**src/rtl/acc_alu_pkg.sv**
```systemverilog
package acc_alu_pkg;

  typedef enum logic [4:0] {
    OP_ADD_AB  = 5'd0,
    OP_IDX_X   = 5'd1,
    OP_IDX_Y   = 5'd2,
    OP_ADD_AM  = 5'd3,
    OP_ADD_BM  = 5'd4,
    OP_ADC_AM  = 5'd5,
    OP_ADC_BM  = 5'd6,
    OP_ADD_DM  = 5'd7,
    OP_AND_AM  = 5'd8,
    OP_AND_BM  = 5'd9,
    OP_SHL_A   = 5'd10,
    OP_SHL_B   = 5'd11,
    OP_SHL_D   = 5'd12,
    OP_SHL_M   = 5'd13,
    OP_SHR_A   = 5'd14,
    OP_SHR_B   = 5'd15,
    OP_SHR_M   = 5'd16
  } alu_op_e;

  // condition code bit positions
  localparam int CC_C = 0;
  localparam int CC_V = 1;
  localparam int CC_Z = 2;
  localparam int CC_N = 3;
  localparam int CC_I = 4;
  localparam int CC_H = 5;
  localparam int CC_X = 6;
  localparam int CC_S = 7;

endpackage

```
**src/rtl/acc_add.sv**
```systemverilog
module acc_add #(
  parameter int W = 8
) (
  input  logic [W-1:0] opa,
  input  logic [W-1:0] opb,
  input  logic         cin,
  output logic [W-1:0] sum,
  output logic         cout,
  output logic         ovf
);
  logic [W:0] full;

  always_comb begin
    full = {1'b0, opa} + {1'b0, opb} + {{W{1'b0}}, cin};
    sum  = full[W-1:0];
    cout = full[W];
    ovf  = (opa[W-1] == opb[W-1]) && (full[W-1] != opa[W-1]);
  end
endmodule

```
**src/rtl/acc_shift.sv**
```systemverilog
module acc_shift #(
  parameter int W = 8
) (
  input  logic [W-1:0] val,
  input  logic         left,
  output logic [W-1:0] res,
  output logic         cout
);
  always_comb begin
    if (left) begin
      res  = {val[W-2:0], 1'b0};
      cout = val[W-1];
    end else begin
      res  = {val[W-1], val[W-1:1]};
      cout = val[0];
    end
  end
endmodule

```
**src/rtl/acc_alu.sv**
```systemverilog
module acc_alu
  import acc_alu_pkg::*;
#(
  parameter int DW = 8
) (
  input  logic            clk,
  input  logic            rst,
  input  logic            valid_i,
  input  logic [4:0]      op_i,
  input  logic [DW-1:0]   a_i,
  input  logic [DW-1:0]   b_i,
  input  logic [2*DW-1:0] x_i,
  input  logic [2*DW-1:0] y_i,
  input  logic [2*DW-1:0] mem_i,
  input  logic [7:0]      ccr_i,
  output logic            valid_o,
  output logic [2*DW-1:0] res_o,
  output logic [7:0]      ccr_o
);
  localparam int WW  = 2 * DW;
  localparam int HB  = DW / 2;   // first bit above the low nibble

  alu_op_e op;
  assign op = alu_op_e'(op_i);

  logic [WW-1:0] d_val;
  logic [DW-1:0] m8;
  assign d_val = {a_i, b_i};
  assign m8    = mem_i[DW-1:0];

  // 8-bit adder
  logic [DW-1:0] add8_p, add8_q, add8_s;
  logic          add8_ci, add8_co, add8_v, add8_h;

  always_comb begin
    add8_p  = (op == OP_ADD_BM || op == OP_ADC_BM) ? b_i : a_i;
    add8_q  = (op == OP_ADD_AB) ? b_i : m8;
    add8_ci = (op == OP_ADC_AM || op == OP_ADC_BM) ? ccr_i[CC_C] : 1'b0;
  end

  acc_add #(.W(DW)) u_add8 (
    .opa(add8_p), .opb(add8_q), .cin(add8_ci),
    .sum(add8_s), .cout(add8_co), .ovf(add8_v)
  );

  // carry into bit HB recovered from the operand and sum bits
  assign add8_h = add8_p[HB] ^ add8_q[HB] ^ add8_s[HB];

  // 16-bit adder shared by the index and double-accumulator adds
  logic [WW-1:0] add16_p, add16_q, add16_s;
  logic          add16_co, add16_v;

  always_comb begin
    case (op)
      OP_IDX_X: begin add16_p = x_i; add16_q = {{DW{1'b0}}, b_i}; end
      OP_IDX_Y: begin add16_p = y_i; add16_q = {{DW{1'b0}}, b_i}; end
      default:  begin add16_p = d_val; add16_q = mem_i; end
    endcase
  end

  acc_add #(.W(WW)) u_add16 (
    .opa(add16_p), .opb(add16_q), .cin(1'b0),
    .sum(add16_s), .cout(add16_co), .ovf(add16_v)
  );

  // 8-bit shifter
  logic [DW-1:0] sh8_in, sh8_out;
  logic          sh8_left, sh8_co;

  always_comb begin
    case (op)
      OP_SHL_A, OP_SHR_A: sh8_in = a_i;
      OP_SHL_B, OP_SHR_B: sh8_in = b_i;
      default:            sh8_in = m8;
    endcase
    sh8_left = (op == OP_SHL_A) || (op == OP_SHL_B) || (op == OP_SHL_M);
  end

  acc_shift #(.W(DW)) u_sh8 (
    .val(sh8_in), .left(sh8_left), .res(sh8_out), .cout(sh8_co)
  );

  // 16-bit shifter, left only
  logic [WW-1:0] sh16_out;
  logic          sh16_co;

  acc_shift #(.W(WW)) u_sh16 (
    .val(d_val), .left(1'b1), .res(sh16_out), .cout(sh16_co)
  );

  logic [DW-1:0] and8;
  assign and8 = ((op == OP_AND_AM) ? a_i : b_i) & m8;

  // result and flag selection
  logic [WW-1:0] nxt_res;
  logic [7:0]    nxt_ccr;

  always_comb begin
    nxt_res = '0;
    nxt_ccr = ccr_i;
    case (op)
      OP_ADD_AB, OP_ADD_AM, OP_ADD_BM, OP_ADC_AM, OP_ADC_BM: begin
        nxt_res         = {{DW{1'b0}}, add8_s};
        nxt_ccr[CC_H]   = add8_h;
        nxt_ccr[CC_N]   = add8_s[DW-1];
        nxt_ccr[CC_Z]   = (add8_s == '0);
        nxt_ccr[CC_V]   = add8_v;
        nxt_ccr[CC_C]   = add8_co;
      end
      OP_IDX_X, OP_IDX_Y: begin
        nxt_res = add16_s;
      end
      OP_ADD_DM: begin
        nxt_res         = add16_s;
        nxt_ccr[CC_N]   = add16_s[WW-1];
        nxt_ccr[CC_Z]   = (add16_s == '0);
        nxt_ccr[CC_V]   = add16_v;
        nxt_ccr[CC_C]   = add16_co;
      end
      OP_AND_AM, OP_AND_BM: begin
        nxt_res         = {{DW{1'b0}}, and8};
        nxt_ccr[CC_N]   = and8[DW-1];
        nxt_ccr[CC_Z]   = (and8 == '0);
        nxt_ccr[CC_V]   = 1'b0;
      end
      OP_SHL_D: begin
        nxt_res         = sh16_out;
        nxt_ccr[CC_N]   = sh16_out[WW-1];
        nxt_ccr[CC_Z]   = (sh16_out == '0);
        nxt_ccr[CC_V]   = sh16_out[WW-1] ^ sh16_co;
        nxt_ccr[CC_C]   = sh16_co;
      end
      OP_SHL_A, OP_SHL_B, OP_SHL_M, OP_SHR_A, OP_SHR_B, OP_SHR_M: begin
        nxt_res         = {{DW{1'b0}}, sh8_out};
        nxt_ccr[CC_N]   = sh8_out[DW-1];
        nxt_ccr[CC_Z]   = (sh8_out == '0);
        nxt_ccr[CC_V]   = sh8_out[DW-1] ^ sh8_co;
        nxt_ccr[CC_C]   = sh8_co;
      end
      default: ;
    endcase
  end

  // output registers
  always_ff @(posedge clk) begin
    if (rst) begin
      valid_o <= 1'b0;
      res_o   <= '0;
      ccr_o   <= '0;
    end else begin
      valid_o <= valid_i;
      if (valid_i) begin
        res_o <= nxt_res;
        ccr_o <= nxt_ccr;
      end
    end
  end

  // assertions
  p_latency_r1: assert property (@(posedge clk) disable iff (rst)
    valid_i |=> valid_o);

  p_hold_r1: assert property (@(posedge clk) disable iff (rst)
    !valid_i |=> (!valid_o && $stable(res_o) && $stable(ccr_o)));

  p_index_noflag_r5: assert property (@(posedge clk) disable iff (rst)
    (valid_i && (op_i == 5'd1 || op_i == 5'd2)) |=> ccr_o == $past(ccr_i));

  p_addd_keep_h_r4: assert property (@(posedge clk) disable iff (rst)
    (valid_i && op_i == 5'd7) |=> ccr_o[CC_H] == $past(ccr_i[CC_H]));

  p_and_flags_r6: assert property (@(posedge clk) disable iff (rst)
    (valid_i && (op_i == 5'd8 || op_i == 5'd9)) |=>
      (!ccr_o[CC_V] && ccr_o[CC_C] == $past(ccr_i[CC_C])));

  p_sxi_keep_r9: assert property (@(posedge clk) disable iff (rst)
    valid_i |=> ((ccr_o & 8'hD0) == ($past(ccr_i) & 8'hD0)));

  p_shift_v_r7: assert property (@(posedge clk) disable iff (rst)
    (valid_i && op_i >= 5'd10 && op_i <= 5'd16) |=>
      ccr_o[CC_V] == (ccr_o[CC_N] ^ ccr_o[CC_C]));

  p_undef_pass_r10: assert property (@(posedge clk) disable iff (rst)
    (valid_i && op_i > 5'd16) |=> (res_o == '0 && ccr_o == $past(ccr_i)));

endmodule

```
**config.mk**
```make
export PLATFORM = sky130hd
export DESIGN_NAME = acc_alu
export DESIGN_NICKNAME = d
export VERILOG_FILES = /design/src/rtl/acc_alu_pkg.sv /design/src/rtl/acc_add.sv /design/src/rtl/acc_shift.sv /design/src/rtl/acc_alu.sv
export SDC_FILE = /design/constraint.sdc
export NUM_CORES = 1
export LEC_CHECK = 0
export ABC_AREA = 0
export ABC_CLOCK_PERIOD_IN_PS = 14250
export BUFFER_PORTS_ARGS = -buffer_cell sky130_fd_sc_hd__buf_4
export CELL_PAD_IN_SITES_DETAIL_PLACEMENT = 1
export CELL_PAD_IN_SITES_GLOBAL_PLACEMENT = 2
export CORE_MARGIN = 2
export CORE_UTILIZATION = 30
export DETAILED_ROUTE_END_ITERATION = 10
export HOLD_SLACK_MARGIN = 0.1
export PLACE_DENSITY = 0.82
export SYNTH_ARGS = -nofsm -noshare
export SYNTH_HDL_FRONTEND = slang
export SYNTH_SLANG_ARGS = --single-unit
```
**constraint.sdc**
```tcl
create_clock -name clk -period 14.25 [get_ports clk]
set_input_delay 1.425 -clock clk [delete_from_list [all_inputs] [get_ports clk]]
set_output_delay 1.425 -clock clk [all_outputs]
set_load 0.01 [all_outputs]
```
**Yosys cells after proc, flatten, opt, wreduce, memory -nomap -nowiden**

Index checks and enable logic that the tools add are counted.

- Bits in registers: 25
- Bits of input ports: 80
- Output and inout port bits: 25
- Logic and storage cells: 63

- Add/subtract/negate cells: 3
- Eq/ne operators: 20
- Muxes and demuxes: 13
- Bitwise gates (word level): 5
- Reduce and logical (&&, ||, !) cells: 19

Operators by type and width:

| kind | count |
|---|---|
| 16-bit one-hot mux with 5 select lines | 1 |
| 5-bit by 4-bit equality test with 1-bit output, second input constant | 8 |
| 16-bit logical NOT | 2 |
| 8-bit 2-to-1 mux | 4 |
| 16-bit one-hot mux with 2 select lines | 1 |
| 8-bit logical NOT | 3 |
| 5-bit by 3-bit equality test with 1-bit output, second input constant | 4 |
| 16-bit by 16-bit adder with 17-bit output | 1 |
| 16-bit 2-to-1 mux | 1 |
| 8-bit one-hot mux with 2 select lines | 1 |
| 3-bit one-hot mux with 5 select lines | 1 |
| 5-bit by 2-bit equality test with 1-bit output, second input constant | 2 |
| 8-bit by 8-bit adder with 9-bit output | 1 |
| 9-bit by 1-bit adder with 9-bit output | 1 |
| 8-bit bitwise AND | 1 |
| 2-bit OR reduction | 4 |
| 6-bit OR reduction | 1 |
| 5-bit by 1-bit equality test with 1-bit output, second input constant | 1 |
| 5-bit equality test, second input constant | 1 |
| 5-bit logical NOT | 1 |
| 5-bit OR reduction | 1 |
| 1-bit logical OR | 4 |
| 1-bit one-hot mux with 4 select lines | 1 |
| 1-bit bitwise XOR | 4 |
| other kinds (5) | 10 |

**Longest topological paths before layout**

Gate-level depths: netlist (run 1).

- Depth after elaboration: 8
- Mapped depth: 18
- Gate-level depth less buffers: 15

**Modules after synthesis**

Synthesis (run 1) repeated with hierarchy kept, for this count alone.

- Cell total of the unflattened synthesis: 494
- Area, all modules: 4131.5 sq um

Modules (own cells, without submodules):

| module | times used | cells an instance | area each (sq um) | sequential area each (sq um) |
|---|---|---|---|---|
| acc_alu | 1 | 325 | 2625.0 | 500.5 |
| acc_add at u_add16 | 1 | 98 | 775.7 | 0.0 |
| acc_add at u_add8 | 1 | 42 | 336.6 | 0.0 |
| acc_shift at u_sh16 | 1 | 19 | 254.0 | 0.0 |
| acc_shift at u_sh8 | 1 | 10 | 140.1 | 0.0 |

**Worst setup path before layout (run 1)**

Ideal clock, no wire load.

- Path type: input to register
- Start: input port op_i[3]
- End: register ccr_o[2]
- Library setup time: 87 ps
- Arrival: 5472 ps
- Data required time: 14163 ps
- Slack: 8691 ps
- Stages: 18
- Buffers on the path: 3
- Cells stage by stage: buf_2 nor3_1 and3b_1 clkbuf_1 nor2_1 clkbuf_1 nand2_1 nand2_1 ha_1 fa_1 a21oi_2 o211ai_2 o22ai_2 xnor2_1 or4_1 or4_1 or4b_1 o31ai_1

- Longest elaborated chain between the ends: 7
- Elaborated cells on any way between the ends: 44
- Classes of those cells: add/sub: 3; eq/ne: 16; mux: 9; bitwise: 1; reduce/logical: 15

RTL lines:

| what | line | text |
|---|---|---|
| start, declared | acc_alu.sv:9 | `input logic [4:0] op_i,` |
| 5-bit by 3-bit equality test with 1-bit output (on tied branches) | acc_alu.sv:36, acc_alu.sv:101, acc_alu.sv:38 |  |
| 1-bit logical OR | acc_alu.sv:36 | `add8_p = (op == OP_ADD_BM \|\| op == OP_ADC_BM) ? b_i : a_i;` |
| 8-bit 2-to-1 mux | acc_alu.sv:36 |  |
| 8-bit by 8-bit adder with 9-bit output | acc_add.sv:14 | `full = {1'b0, opa} + {1'b0, opb} + {{W{1'b0}}, cin};` |
| 9-bit by 1-bit adder with 9-bit output | acc_add.sv:14 |  |
| 8-bit logical NOT | acc_alu.sv:106 | `nxt_ccr[CC_Z] = (add8_s == '0);` |
| 3-bit one-hot mux with 5 select lines (*) | acc_alu.sv:101 | `case (op)` |
| end signal, assigned | acc_alu.sv:154 | `ccr_o <= nxt_ccr;` |
| end, declared | acc_alu.sv:18 | `output logic [7:0] ccr_o` |

Every way passes the cells marked *; elsewhere a longest branch is shown, timed or not.
A chain may end at the register's enable or synchronous reset.

**Worst setup path after layout (run 1)**

- Start: input port op_i[2]
- End: register ccr_o[2]

Same word-level chain as after synthesis.

==> results of run 1 <==
==> cell type report <==
| cell class | count | area share (%) |
|---|---|---|
| multi-input combinational | 450 | 65.1 |
| timing repair buffer | 106 | 16.9 |
| sequential | 25 | 10.7 |
| tap | 168 | 4.47 |
| clock buffer | 3 | 1.60 |
| inverter | 13 | 1.04 |
| clock inverter | 1 | 0.160 |
==> critical path: cells and delay by family <==
kind | cells | cell delay (ps)
simple gates | 8 | 2920
buf+inv | 1 | 160
xor+xnor | 1 | 100
compound gates | 4 | 760
fa+ha+maj | 2 | 660
==> kinds of logic after synthesis <==
| logic type | Yosys count | share of synthesized area, % |
|---|---|---|
| simple gates | 204 | 26.7 |
| compound gates | 164 | 30.8 |
| buf+inv | 41 | 4.24 |
| mux | 36 | 10.5 |
| fa+ha+maj | 26 | 9.36 |
| flops | 25 | 13.5 |
| xor+xnor | 20 | 4.92 |
==> flip-flops by register name, summed over array words and instances, names as in the netlist <==
name	flops
res_o	16
ccr_o	8
valid_o	1
==> per-layer routing <==
metal  up-vias  share of wire, %
met1      2122                47
met5         -                 0
li1       2104                 -
met4         0              0.84
met3        16               3.9
met2       137                49
==> cells in the final DEF (no fill, tap or decap), types with 6 or more instances in the layout <==
cell type / count
a211oi_1: 7
a21oi_1: 33
a22o_1: 8
a22oi_1: 26
and2_1: 11
buf_4: 106
dfxtp_1: 25
ha_1: 23
inv_1: 13
mux2_2: 24
mux2i_1: 12
nand2_1: 84
nand3_1: 11
nor2_1: 41
nor3_1: 8
o211ai_1: 7
o21ai_0: 23
or4_1: 6
xnor2_1: 10
xor2_1: 9
==> power groups by stage <==
stage | logic (W) | registers [W] | clock network (W)
4_1_cts | 0.000158 | 0.0000744 | 0.0000643
5_1_grt | 0.000175 | 0.0000747 | 0.0000668
6_report | 0.000159 | 0.0000744 | 0.0000629
2_1_floorplan | 0.0000988 | 0.0000771 | 0
3_3_place_gp | 0.000155 | 0.0000759 | 0
3_5_place_dp | 0.000158 | 0.0000760 | 0
==> cell usage after synthesis, types with 4 or more instances <==
master and number:
inv_1 13, a22oi_1 26, a21oi_1 33, nor2b_1 4, a22o_1 8, ha_1 23
and3b_1 4, xnor2_1 10, a31oi_1 5, dfxtp_1 25, o211ai_1 7, xor2_1 9
mux2_2 24, nor2_1 42, o21a_1 4, a21o_1 5, nor4_1 4, a211oi_1 7
nor3_1 8, or4_1 6, and3_1 5, mux2i_1 12, nand3_1 11, and2_1 11
clkbuf_1 22, nand2b_1 5, o21ai_0 23, a32oi_1 5, nand2_1 84, a222oi_1 4
==> through the flow <==
| step | std cells | worst slack [ps] | power [W] |
|---|---|---|---|
| after floorplan | 516 | 8690 | 0.000176 |
| after global placement | 762 | 8260 | 0.000230 |
| after detailed placement | 762 | 8070 | 0.000234 |
| after CTS | 766 | 8340 | 0.000297 |
| after global routing | 766 | 8070 | 0.000316 |
| final | 766 | 8380 | 0.000297 |
==> worst paths after layout <==
check	startpoint	end	slack [ps]	cells after the start
max reg2reg	ccr_o[2]$_SDFFE_PP0P_	ccr_o[2]$_SDFFE_PP0P_	12040	6
min	res_o[2]$_SDFFE_PP0P_	res_o[2]$_SDFFE_PP0P_	460	2
min reg2reg	res_o[2]$_SDFFE_PP0P_	res_o[2]$_SDFFE_PP0P_	460	2
max	op_i[2]	ccr_o[2]$_SDFFE_PP0P_	8380	16
==> out/metrics.csv, run 1 <==
metric,value,unit
status,"complete, no violations",
Worst-Skew Late Latency,260,ps
Area contributors post-synth,"dfxtp_1, nand2_1, ha_1",
Post-CTS Hold Buffers,0,
Crit Path Category,primary input to register,
CTS tree,built,
sequential power share,25.1,%
CTS buffer count,3,
"Net count, final",705,
Mapped Area,3720,sq um
MaxCap Viol Count,0,
Slew headroom,22.6,%
CP max FO,18,
setup TNS,0,ps
CP Launch Type,primary input,
initial antenna violation count,0,
Max IR drop VDD,0.0000346,V
max frequency,170,MHz
met1 Use GR,30.0,%
vias post-DR,4379,
die footprint,13300,sq um
Top Usage Layer GRT,met2,
final period utilization,41.2,%
Max Root-Sink Buffers,2,
Layout area overhead,26.4,%
post-route cell area,4700,sq um
GRT overflow,0,
required time of the worst setup path,14430,ps
area of the multi-input gates,3060,sq um
gr usage total,22.3,%
fraction of layout cells with a size suffix above 1,24.6,%
gpl congestion,0.917,
clk sink count,25,
first-pass detailed-route iteration total,5,
Resize count post-CTS,0,
vias per cell,5.72,
H-tree depth,1,
slowest CP cell,and3b_1,
final hold violation count,0,
setup violators final,0,
global-route wire length before repair,23700,um
area share of the largest cell type after synthesis,13.5,%
"area leader, netlist",dfxtp_1,
Arrival @ worst endpoint,6040,ps
Synth Instances,516,
pin count of the biggest net entering global routing,25,
DR WL/cell,19.8,um
1st-iter DRT viols,251,
Residual DRC,0,
Antenna Cells,0,
yosys warns,0,
ys async rst share,0,%
Post-CTS Setup Bufs,0,
root buffer cell,clkbuf_16,
P_sw,0.000118,W
combinational share of power,53.7,%
Die Y,115,um
CP endpoint kind,register,
Hold Path Class,register to register,
Seq cells post-synth,25,
core area,12100,sq um
WHS,463,ps
Net Sw Frac,39.9,%
CP peak stage delay,710,ps
clock power share,21.2,%
final setup skew,0,ps
Placement Cell Area,4620,sq um
cell row count,40,
Syn Area/Cell,7.20,sq um
crit path time final,5870,ps
top_reg_cell synth,dfxtp_1,
io pins,105,
vias in the first global route,4486,
"EDFF count, synth",0,
Register Area,500,sq um
Pleak,2.06,nW
met3 Track Usage GR,1.74,%
met2 GRT Util,39.8,%
slew at the pin closest to its max-slew limit,1150,ps
Power Dens Cells,63.1,nW/um^2
"Distinct cells, synth",72,
"Seq/Total Area, Yosys",13.5,%
Mapped Nets,622,
I/O Buffers,104,
hpwl dp,12300,um
Starting Density,30.8,%
Int Pwr,0.000178,W
Die X,115,um
RSZ-0062 raised after global routing,false,
ordered list of cells on the worst path,buf_4 > nor3_1 > and3b_1 > nor2_2 > nand2_1 > nand2_1 > ha_1 > fa_1 > a21oi_2 > o211ai_2 > o22ai_2 > xnor2_1 > or4_1 > or4_1 > or4b_1 > o31ai_1,
"CTS clk-pin slew, worst paths",70,ps
Fill cells,1522,
Total Wirelength,15200,um
"Slew Viols, Final",0,
Finished Core Util,39.0,%
Final ANT Viol Nets,0,
(Power assumes the default switching activity.)
==> inputs of run 2 (changes only) <==
--- a/config.mk
+++ b/config.mk
@@ -6,15 +6,15 @@
 export NUM_CORES = 1
 export LEC_CHECK = 0
 export ABC_AREA = 0
-export ABC_CLOCK_PERIOD_IN_PS = 14250
+export ABC_CLOCK_PERIOD_IN_PS = 5820
 export BUFFER_PORTS_ARGS = -buffer_cell sky130_fd_sc_hd__buf_4
 export CELL_PAD_IN_SITES_DETAIL_PLACEMENT = 1
 export CELL_PAD_IN_SITES_GLOBAL_PLACEMENT = 2
 export CORE_MARGIN = 2
-export CORE_UTILIZATION = 30
+export CORE_UTILIZATION = 29
 export DETAILED_ROUTE_END_ITERATION = 10
 export HOLD_SLACK_MARGIN = 0.1
-export PLACE_DENSITY = 0.82
+export PLACE_DENSITY = 0.79
 export SYNTH_ARGS = -nofsm -noshare
 export SYNTH_HDL_FRONTEND = slang
 export SYNTH_SLANG_ARGS = --single-unit
==> constraint.sdc (replaced) <==
create_clock -name clk -period 5.82 [get_ports clk]
set_input_delay 0.582 -clock clk [delete_from_list [all_inputs] [get_ports clk]]
set_output_delay 0.582 -clock clk [all_outputs]
set_load 0.01 [all_outputs]
==> run 2 against run 1 <==
Compared with the run above:
- die area is 3.3% higher
- clock-buffer cell count stayed put
- power is 150% higher
- clock skew stayed put
- combinational power is 150% higher
- register-to-register slack worse by 8400 ps
- first-iteration DRC count is 4.4% lower
- final cell count is 0.91% higher
- cell area is 0.59% higher
- sequential share of layout area is 0.062 points lower
- sequential power is 140% higher
- critical endpoint unchanged
==> out/metrics.csv, run 2 (synthesis gave the netlist of run 1 again) <==
metric,value,unit,change
status,"complete, no violations",,unchanged
Die X,117,um,was 115 um
vias post-DR,4361,,"was 4,379"
Post-CTS Hold Buffers,0,,unchanged
crit path time final,4740,ps,
Power Dens Cells,155,nW/um^2,was 63.1 nW/um^2
cell row count,41,,was 40
required time of the worst setup path,5990,ps,"was 14,430 ps"
MaxCap Viol Count,0,,unchanged
Antenna Cells,0,,unchanged
setup TNS,0,ps,unchanged
CP endpoint kind,register,,unchanged
r2r setup slk,3640,ps,"was 12,040 ps"
gr usage total,21.8,%,was 22.3%
max reg flops,16,,unchanged
gpl congestion,0.892,,was 0.917
I/O Buffers,104,,unchanged
vias per cell,5.64,,was 5.72
fraction of layout cells with a size suffix above 1,25.0,%,was 24.6%
H-tree depth,1,,unchanged
hpwl dp,12300,um,about the same
core area,12600,sq um,"was 12,100 sq um"
"commonest non-fill, non-tap cells in the layout","buf_4, nand2_1, nor2_1, a21oi_1, a22oi_1",,unchanged
biggest regs,"res_o (16), ccr_o (8), valid_o (1)",,unchanged
max frequency,211,MHz,
"CTS clk-pin slew, worst paths",70,ps,about the same
CP max FO,23,,was 18
Starting Density,29.6,%,was 30.8%
pin count of the biggest net entering global routing,24,,was 25
Max IR drop VDD,0.000113,V,was 0.0000346 V
final period utilization,81.4,%,
setup violators final,0,,unchanged
CTS buffer count,3,,unchanged
"Net count, final",708,,was 705
Arrival @ worst endpoint,4910,ps,was 6040 ps
global-route wire length before repair,23500,um,"was 23,700 um"
vias in the first global route,4405,,"was 4,486"
crit path launch,op_i[0],,was op_i[2]
DR WL/cell,19.7,um,was 19.8 um
final hold violation count,0,,unchanged
Slew headroom,47.3,%,was 22.6%
Crit Path Category,primary input to register,,unchanged
Hold Crit Start,res_o[2]$_SDFFE_PP0P_,,unchanged
die footprint,13700,sq um,"was 13,300 sq um"
Reg with most FFs,res_o,,unchanged
final setup skew,0,ps,unchanged
root buffer cell,clkbuf_16,,unchanged
CP Launch Type,primary input,,unchanged
launch point of the worst reg-to-reg path,ccr_o[2]$_SDFFE_PP0P_,,unchanged
Layout area overhead,27.2,%,was 26.4%
Worst-Skew Late Latency,260,ps,about the same
Max Root-Sink Buffers,2,,unchanged
Resize count post-CTS,0,,unchanged
"most common cell after layout, fill and taps aside",buf_4,,unchanged
1st-iter DRT viols,240,,was 251
Die Y,117,um,was 115 um
GRT overflow,0,,unchanged
Pleak,2.08,nW,was 2.06 nW
slew at the pin closest to its max-slew limit,790,ps,was 1150 ps
RSZ-0062 raised after global routing,false,,unchanged
io pins,105,,unchanged
"Slew Viols, Final",0,,unchanged
Final ANT Viol Nets,0,,unchanged
initial antenna violation count,0,,unchanged
clk sink count,25,,unchanged
Total Wirelength,15300,um,"was 15,200 um"
CTS tree,built,,unchanged
Hold Path Class,register to register,,unchanged
first-pass detailed-route iteration total,5,,unchanged
total power draw,0.000730,W,was 0.000297 W
Residual DRC,0,,unchanged
Post-CTS Setup Bufs,0,,unchanged
run 2: report_power, final:
group          total [W]  internal, W  switching [W]
clock network   0.000156    0.0000933      0.0000629
registers       0.000182     0.000178     0.00000404
logic           0.000392     0.000166       0.000226
run 2: path summary, 6_finish.rpt:
kind	end	cells after the start
min reg2reg	res_o[2]$_SDFFE_PP0P_	2
min	res_o[2]$_SDFFE_PP0P_	2
max reg2reg	ccr_o[2]$_SDFFE_PP0P_	6
max	ccr_o[2]$_SDFFE_PP0P_	13
run 2: critical path, cell delays in order:
cell and delay [ps]:
buf_4 260, and3b_1 220, buf_4 200, nor2_2 640, nand2_1 110, nand2_1 100
ha_1 210, fa_1 460, or4_1 550, or4_1 420, or4_1 460, or4b_1 480
o31ai_1 210
run 2: area by class of cell:
| type | count | area, sq um |
|---|---|---|
| Multi-Input combinational cell | 450 | 3060 |
| Timing Repair Buffer | 109 | 818 |
| Clock buffer | 3 | 75.1 |
| Fill cell | 1583 | 7840 |
| Sequential cell | 25 | 500 |
| Clock inverter | 1 | 7.51 |
| Inverter | 13 | 48.8 |
| Tap cell | 172 | 215 |
run 2: routing by layer:
layer,global-route usage (%),vias up,wire [um]
li1,-,2103,-
met1,29.4,2089,6850
met2,35.7,134,7020
met3,2.57,35,819
met4,8.24,0,558
met5,0,-,0
run 2: per-stage QoR:
step | worst slack (ps) | area, sq um | instances | hold WS (ps) | util [%]
floorplan | 1100 | 3720 | 516 | 483 | -
global placement | 917 | 4640 | 769 | 451 | 36.9
detailed placement | 784 | 4640 | 769 | 457 | 36.9
CTS | 1050 | 4730 | 773 | 467 | 37.6
global route | 784 | 4730 | 773 | 498 | 37.6
finish | 1080 | 4730 | 773 | 464 | 37.6
==> inputs of run 3 (changes only) <==
--- a/config.mk
+++ b/config.mk
@@ -5,16 +5,16 @@
 export SDC_FILE = /design/constraint.sdc
 export NUM_CORES = 1
 export LEC_CHECK = 0
-export ABC_AREA = 0
-export ABC_CLOCK_PERIOD_IN_PS = 5820
+export ABC_AREA = 1
+export ABC_CLOCK_PERIOD_IN_PS = 4100
 export BUFFER_PORTS_ARGS = -buffer_cell sky130_fd_sc_hd__buf_4
 export CELL_PAD_IN_SITES_DETAIL_PLACEMENT = 1
 export CELL_PAD_IN_SITES_GLOBAL_PLACEMENT = 2
 export CORE_MARGIN = 2
-export CORE_UTILIZATION = 29
+export CORE_UTILIZATION = 24
 export DETAILED_ROUTE_END_ITERATION = 10
 export HOLD_SLACK_MARGIN = 0.1
-export PLACE_DENSITY = 0.79
+export PLACE_DENSITY = 0.76
 export SYNTH_ARGS = -nofsm -noshare
 export SYNTH_HDL_FRONTEND = slang
 export SYNTH_SLANG_ARGS = --single-unit
==> constraint.sdc (replaced) <==
create_clock -name clk -period 4.1 [get_ports clk]
set_input_delay 0.41 -clock clk [delete_from_list [all_inputs] [get_ports clk]]
set_output_delay 0.41 -clock clk [all_outputs]
set_load 0.01 [all_outputs]
==> run 3 against run 2 <==
Compared with the run above:
- die area grew 33%
- critical path type unchanged
- highest routed layer unchanged
- combinational power is 58% higher
- area after synthesis grew 11%
- wire length grew 22%
- sequential power up 45%
==> out/metrics.csv, run 3 <==
metric,value,unit,change
status,"complete, no violations",,unchanged
met3 Track Usage GR,3.19,%,was 2.57%
"Net count, final",956,,was 708
I/O Buffers,104,,unchanged
top_reg_cell synth,dfxtp_1,,unchanged
slowest CP cell,fa_1,,was nor2_2
Starting Density,24.6,%,was 29.6%
gpl congestion,0.909,,was 0.892
Buf/Inv on CP,5,,was 2
pin count of the biggest net entering global routing,31,,was 24
Max IR drop VDD,0.000138,V,was 0.000113 V
Slew headroom,48.4,%,was 47.3%
Resize count post-CTS,0,,unchanged
"Seq/Total Area, Yosys",12.2,%,was 13.5%
met2 GRT Util,35.6,%,was 35.7%
Synth Instances,756,,was 516
"EDFF count, synth",0,,unchanged
yosys warns,0,,unchanged
global-route wire length before repair,29100,um,"was 23,500 um"
"most common cell after layout, fill and taps aside",nand2_1,,was buf_4
H-tree depth,1,,unchanged
worst slack at placement,415,ps,was 784 ps
CP peak stage delay,400,ps,was 640 ps
DR WL/cell,17.3,um,was 19.7 um
slew at the pin closest to its max-slew limit,773,ps,was 790 ps
ys async rst share,0,%,unchanged
crit path time final,3430,ps,
CTS tree,built,,unchanged
met1 Use GR,26.7,%,was 29.4%
1st-iter DRT viols,252,,was 240
first-pass detailed-route iteration total,5,,unchanged
RSZ-0062 raised after global routing,false,,unchanged
CP endpoint kind,register,,unchanged
Mapped Area,4120,sq um,was 3720 sq um
hpwl dp,15600,um,"was 12,300 um"
Residual DRC,0,,unchanged
CP Launch Type,primary input,,unchanged
cell row count,47,,was 41
"Distinct cells, synth",41,,was 72
Worst-Skew Late Latency,260,ps,about the same
Total Wirelength,18500,um,"was 15,300 um"
Die Y,135,um,was 117 um
Top Usage Layer GRT,met2,,unchanged
Antenna Cells,0,,unchanged
"Slew Viols, Final",0,,unchanged
"count leader, synth",nand2_1,,unchanged
"top cells by count, synth","nand2_1, inv_1, nor2_1",,"was nand2_1, nor2_1, a21oi_1"
final hold violation count,0,,unchanged
Layout area overhead,26.5,%,was 27.2%
Arrival @ worst endpoint,3630,ps,was 4910 ps
vias post-DR,5214,,"was 4,361"
"CP delay by family, top",simple AND/OR/NAND/NOR gates,,unchanged
setup violators final,0,,unchanged
Die X,135,um,was 117 um
GRT overflow,0,,unchanged
ordered list of cells on the worst path,buf_4 > inv_2 > nand3_2 > inv_1 > nand2_1 > o21ai_0 > fa_1 > inv_1 > fa_1 > inv_1 > nand3_1 > nand2_1 > nand2_1 > nand2_1 > nand3_1 > nor2_1 > nand3_1 > nor2_1 > nor2_1 > nand3_2 > nand2_1 > a21oi_2,,was buf_4 > and3b_1 > buf_4 > nor2_2 > nand2_1 > nand2_1 > ha_1 > fa_1 > or4_1 > or4_1 > or4_1 > or4b_1 > o31ai_1
die footprint,18200,sq um,"was 13,700 sq um"
core area,16700,sq um,"was 12,600 sq um"
final setup skew,0,ps,unchanged
setup TNS,0,ps,unchanged
Max Root-Sink Buffers,2,,unchanged
vias in the first global route,5436,,"was 4,405"
Hold Path Class,primary input to register,,was register to register
Area contributors post-synth,"nand2_1, dfxtp_1, inv_1",,"was dfxtp_1, nand2_1, ha_1"
max frequency,291,MHz,
max reg flops,16,,unchanged
CTS buffer count,3,,unchanged
gr usage total,20.3,%,was 21.8%
"commonest non-fill, non-tap cells in the layout","nand2_1, inv_1, buf_4, nor2_1, o21ai_0",,"was buf_4, nand2_1, nor2_1, a21oi_1, a22oi_1"
clk sink count,25,,unchanged
Crit Path Category,primary input to register,,unchanged
required time of the worst setup path,4300,ps,was 5990 ps
MaxCap Viol Count,0,,unchanged
Seq cells post-synth,25,,unchanged
Post-CTS Hold Buffers,0,,unchanged
Fill cells,2276,,"was 1,583"
vias per cell,4.88,,was 5.64
Reg with most FFs,res_o,,unchanged
area of the multi-input gates,3050,sq um,was 3060 sq um
fraction of layout cells with a size suffix above 1,16.8,%,was 25.0%
Pleak,2.78,nW,was 2.08 nW
worst setup margin,668,ps,was 1080 ps
Post-CTS Setup Bufs,0,,unchanged
CP max FO,16,,was 23
area share of the largest cell type after synthesis,24.1,%,was 13.5%
io pins,105,,unchanged
final period utilization,83.7,%,
initial antenna violation count,0,,unchanged
Power Dens Cells,213,nW/um^2,was 155 nW/um^2
Syn Area/Cell,5.44,sq um,was 7.20 sq um
Mapped Nets,862,,was 622
most frequent CP cell,nand2_1,,was or4_1
biggest regs,"res_o (16), ccr_o (8), valid_o (1)",,unchanged
"CTS clk-pin slew, worst paths",70,ps,about the same
"area leader, netlist",nand2_1,,was dfxtp_1
Register Area,500,sq um,unchanged
root buffer cell,clkbuf_16,,unchanged
Final ANT Viol Nets,0,,unchanged
==> run 3: cell types whose count changed in the layout (fill, tap and decap cells not counted), sizes merged, moves of 7 or more <==
| cell | before | now |
|---|---|---|
| a211oi | 7 | 0 |
| a22o | 8 | 0 |
| a22oi | 26 | 0 |
| and2 | 11 | 1 |
| inv | 13 | 119 |
| mux2 | 24 | 0 |
| mux2i | 12 | 0 |
| nand2 | 84 | 269 |
| nand3 | 11 | 48 |
| nand4 | 4 | 26 |
| nor2 | 43 | 59 |
| o21ai | 25 | 54 |
| o221ai | 2 | 17 |
| xnor2 | 11 | 3 |
==> run 3: logic make-up after synthesis <==
group / after synthesis / share of synthesized area, %
adder cells (fa/ha/maj): 26 / 8.45
buffers and inverters: 143 / 13.7
AO/OA/AOI/OAI: 137 / 19.9
AND/OR/NAND/NOR: 418 / 44.4
flip-flops: 25 / 12.2
XOR/XNOR: 7 / 1.49
==> run 3: path summary, 6_finish.rpt <==
path              depth (start not counted)             startpoint  slack, ps               endpoint
setup / recovery                         22                op_i[4]        670  ccr_o[2]$_SDFFE_PP0P_
setup reg to reg                          2  ccr_o[2]$_SDFFE_PP0P_       3440  ccr_o[2]$_SDFFE_PP0P_
hold reg to reg                           2  res_o[8]$_SDFFE_PP0P_        470  res_o[8]$_SDFFE_PP0P_
hold / removal                            3               ccr_i[7]        370  ccr_o[7]$_SDFFE_PP0P_
==> run 3: through the flow <==
stage	hold WS (ps)	utilization, %	std cells	cell area, sq um	total power (W)
after floorplan	472	-	756	4120	0.000652
after global placement	457	30.7	1065	5120	0.000882
after detailed placement	459	30.7	1065	5120	0.000886
after CTS	364	31.2	1069	5210	0.00112
after global routing	373	31.2	1069	5210	0.00120
final	365	31.2	1069	5210	0.00111
==> run 3: where the power goes <==
| part | switching [W] | internal [W] |
|---|---|---|
| clock network | 0.0000959 | 0.000133 |
| registers | 0.00000734 | 0.000256 |
| logic | 0.000390 | 0.000227 |
| total | 0.000494 | 0.000616 |
==> run 3: per-layer routing <==
layer	part of all wire, %	vias up	wire [um]
met5	0	-	0
li1	-	2668	-
met4	1.5	0	269
met1	46	2416	8520
met2	47	116	8660
met3	5.9	14	1090
==> run 3: worst min-delay path: cells and delay by family <==
family,cells,cell delay (ps)
buf+inv,1,80
simple gates,2,110
==> run 3: cell type report <==
cell class              count  share of cell area (%)
inverters                 119                    8.58
well taps                 220                    5.29
repair buffers            113                    16.3
clock inverters             1                   0.144
multi-input cells         588                    58.6
clock buffers               3                    1.44
flip-flops and latches     25                    9.61
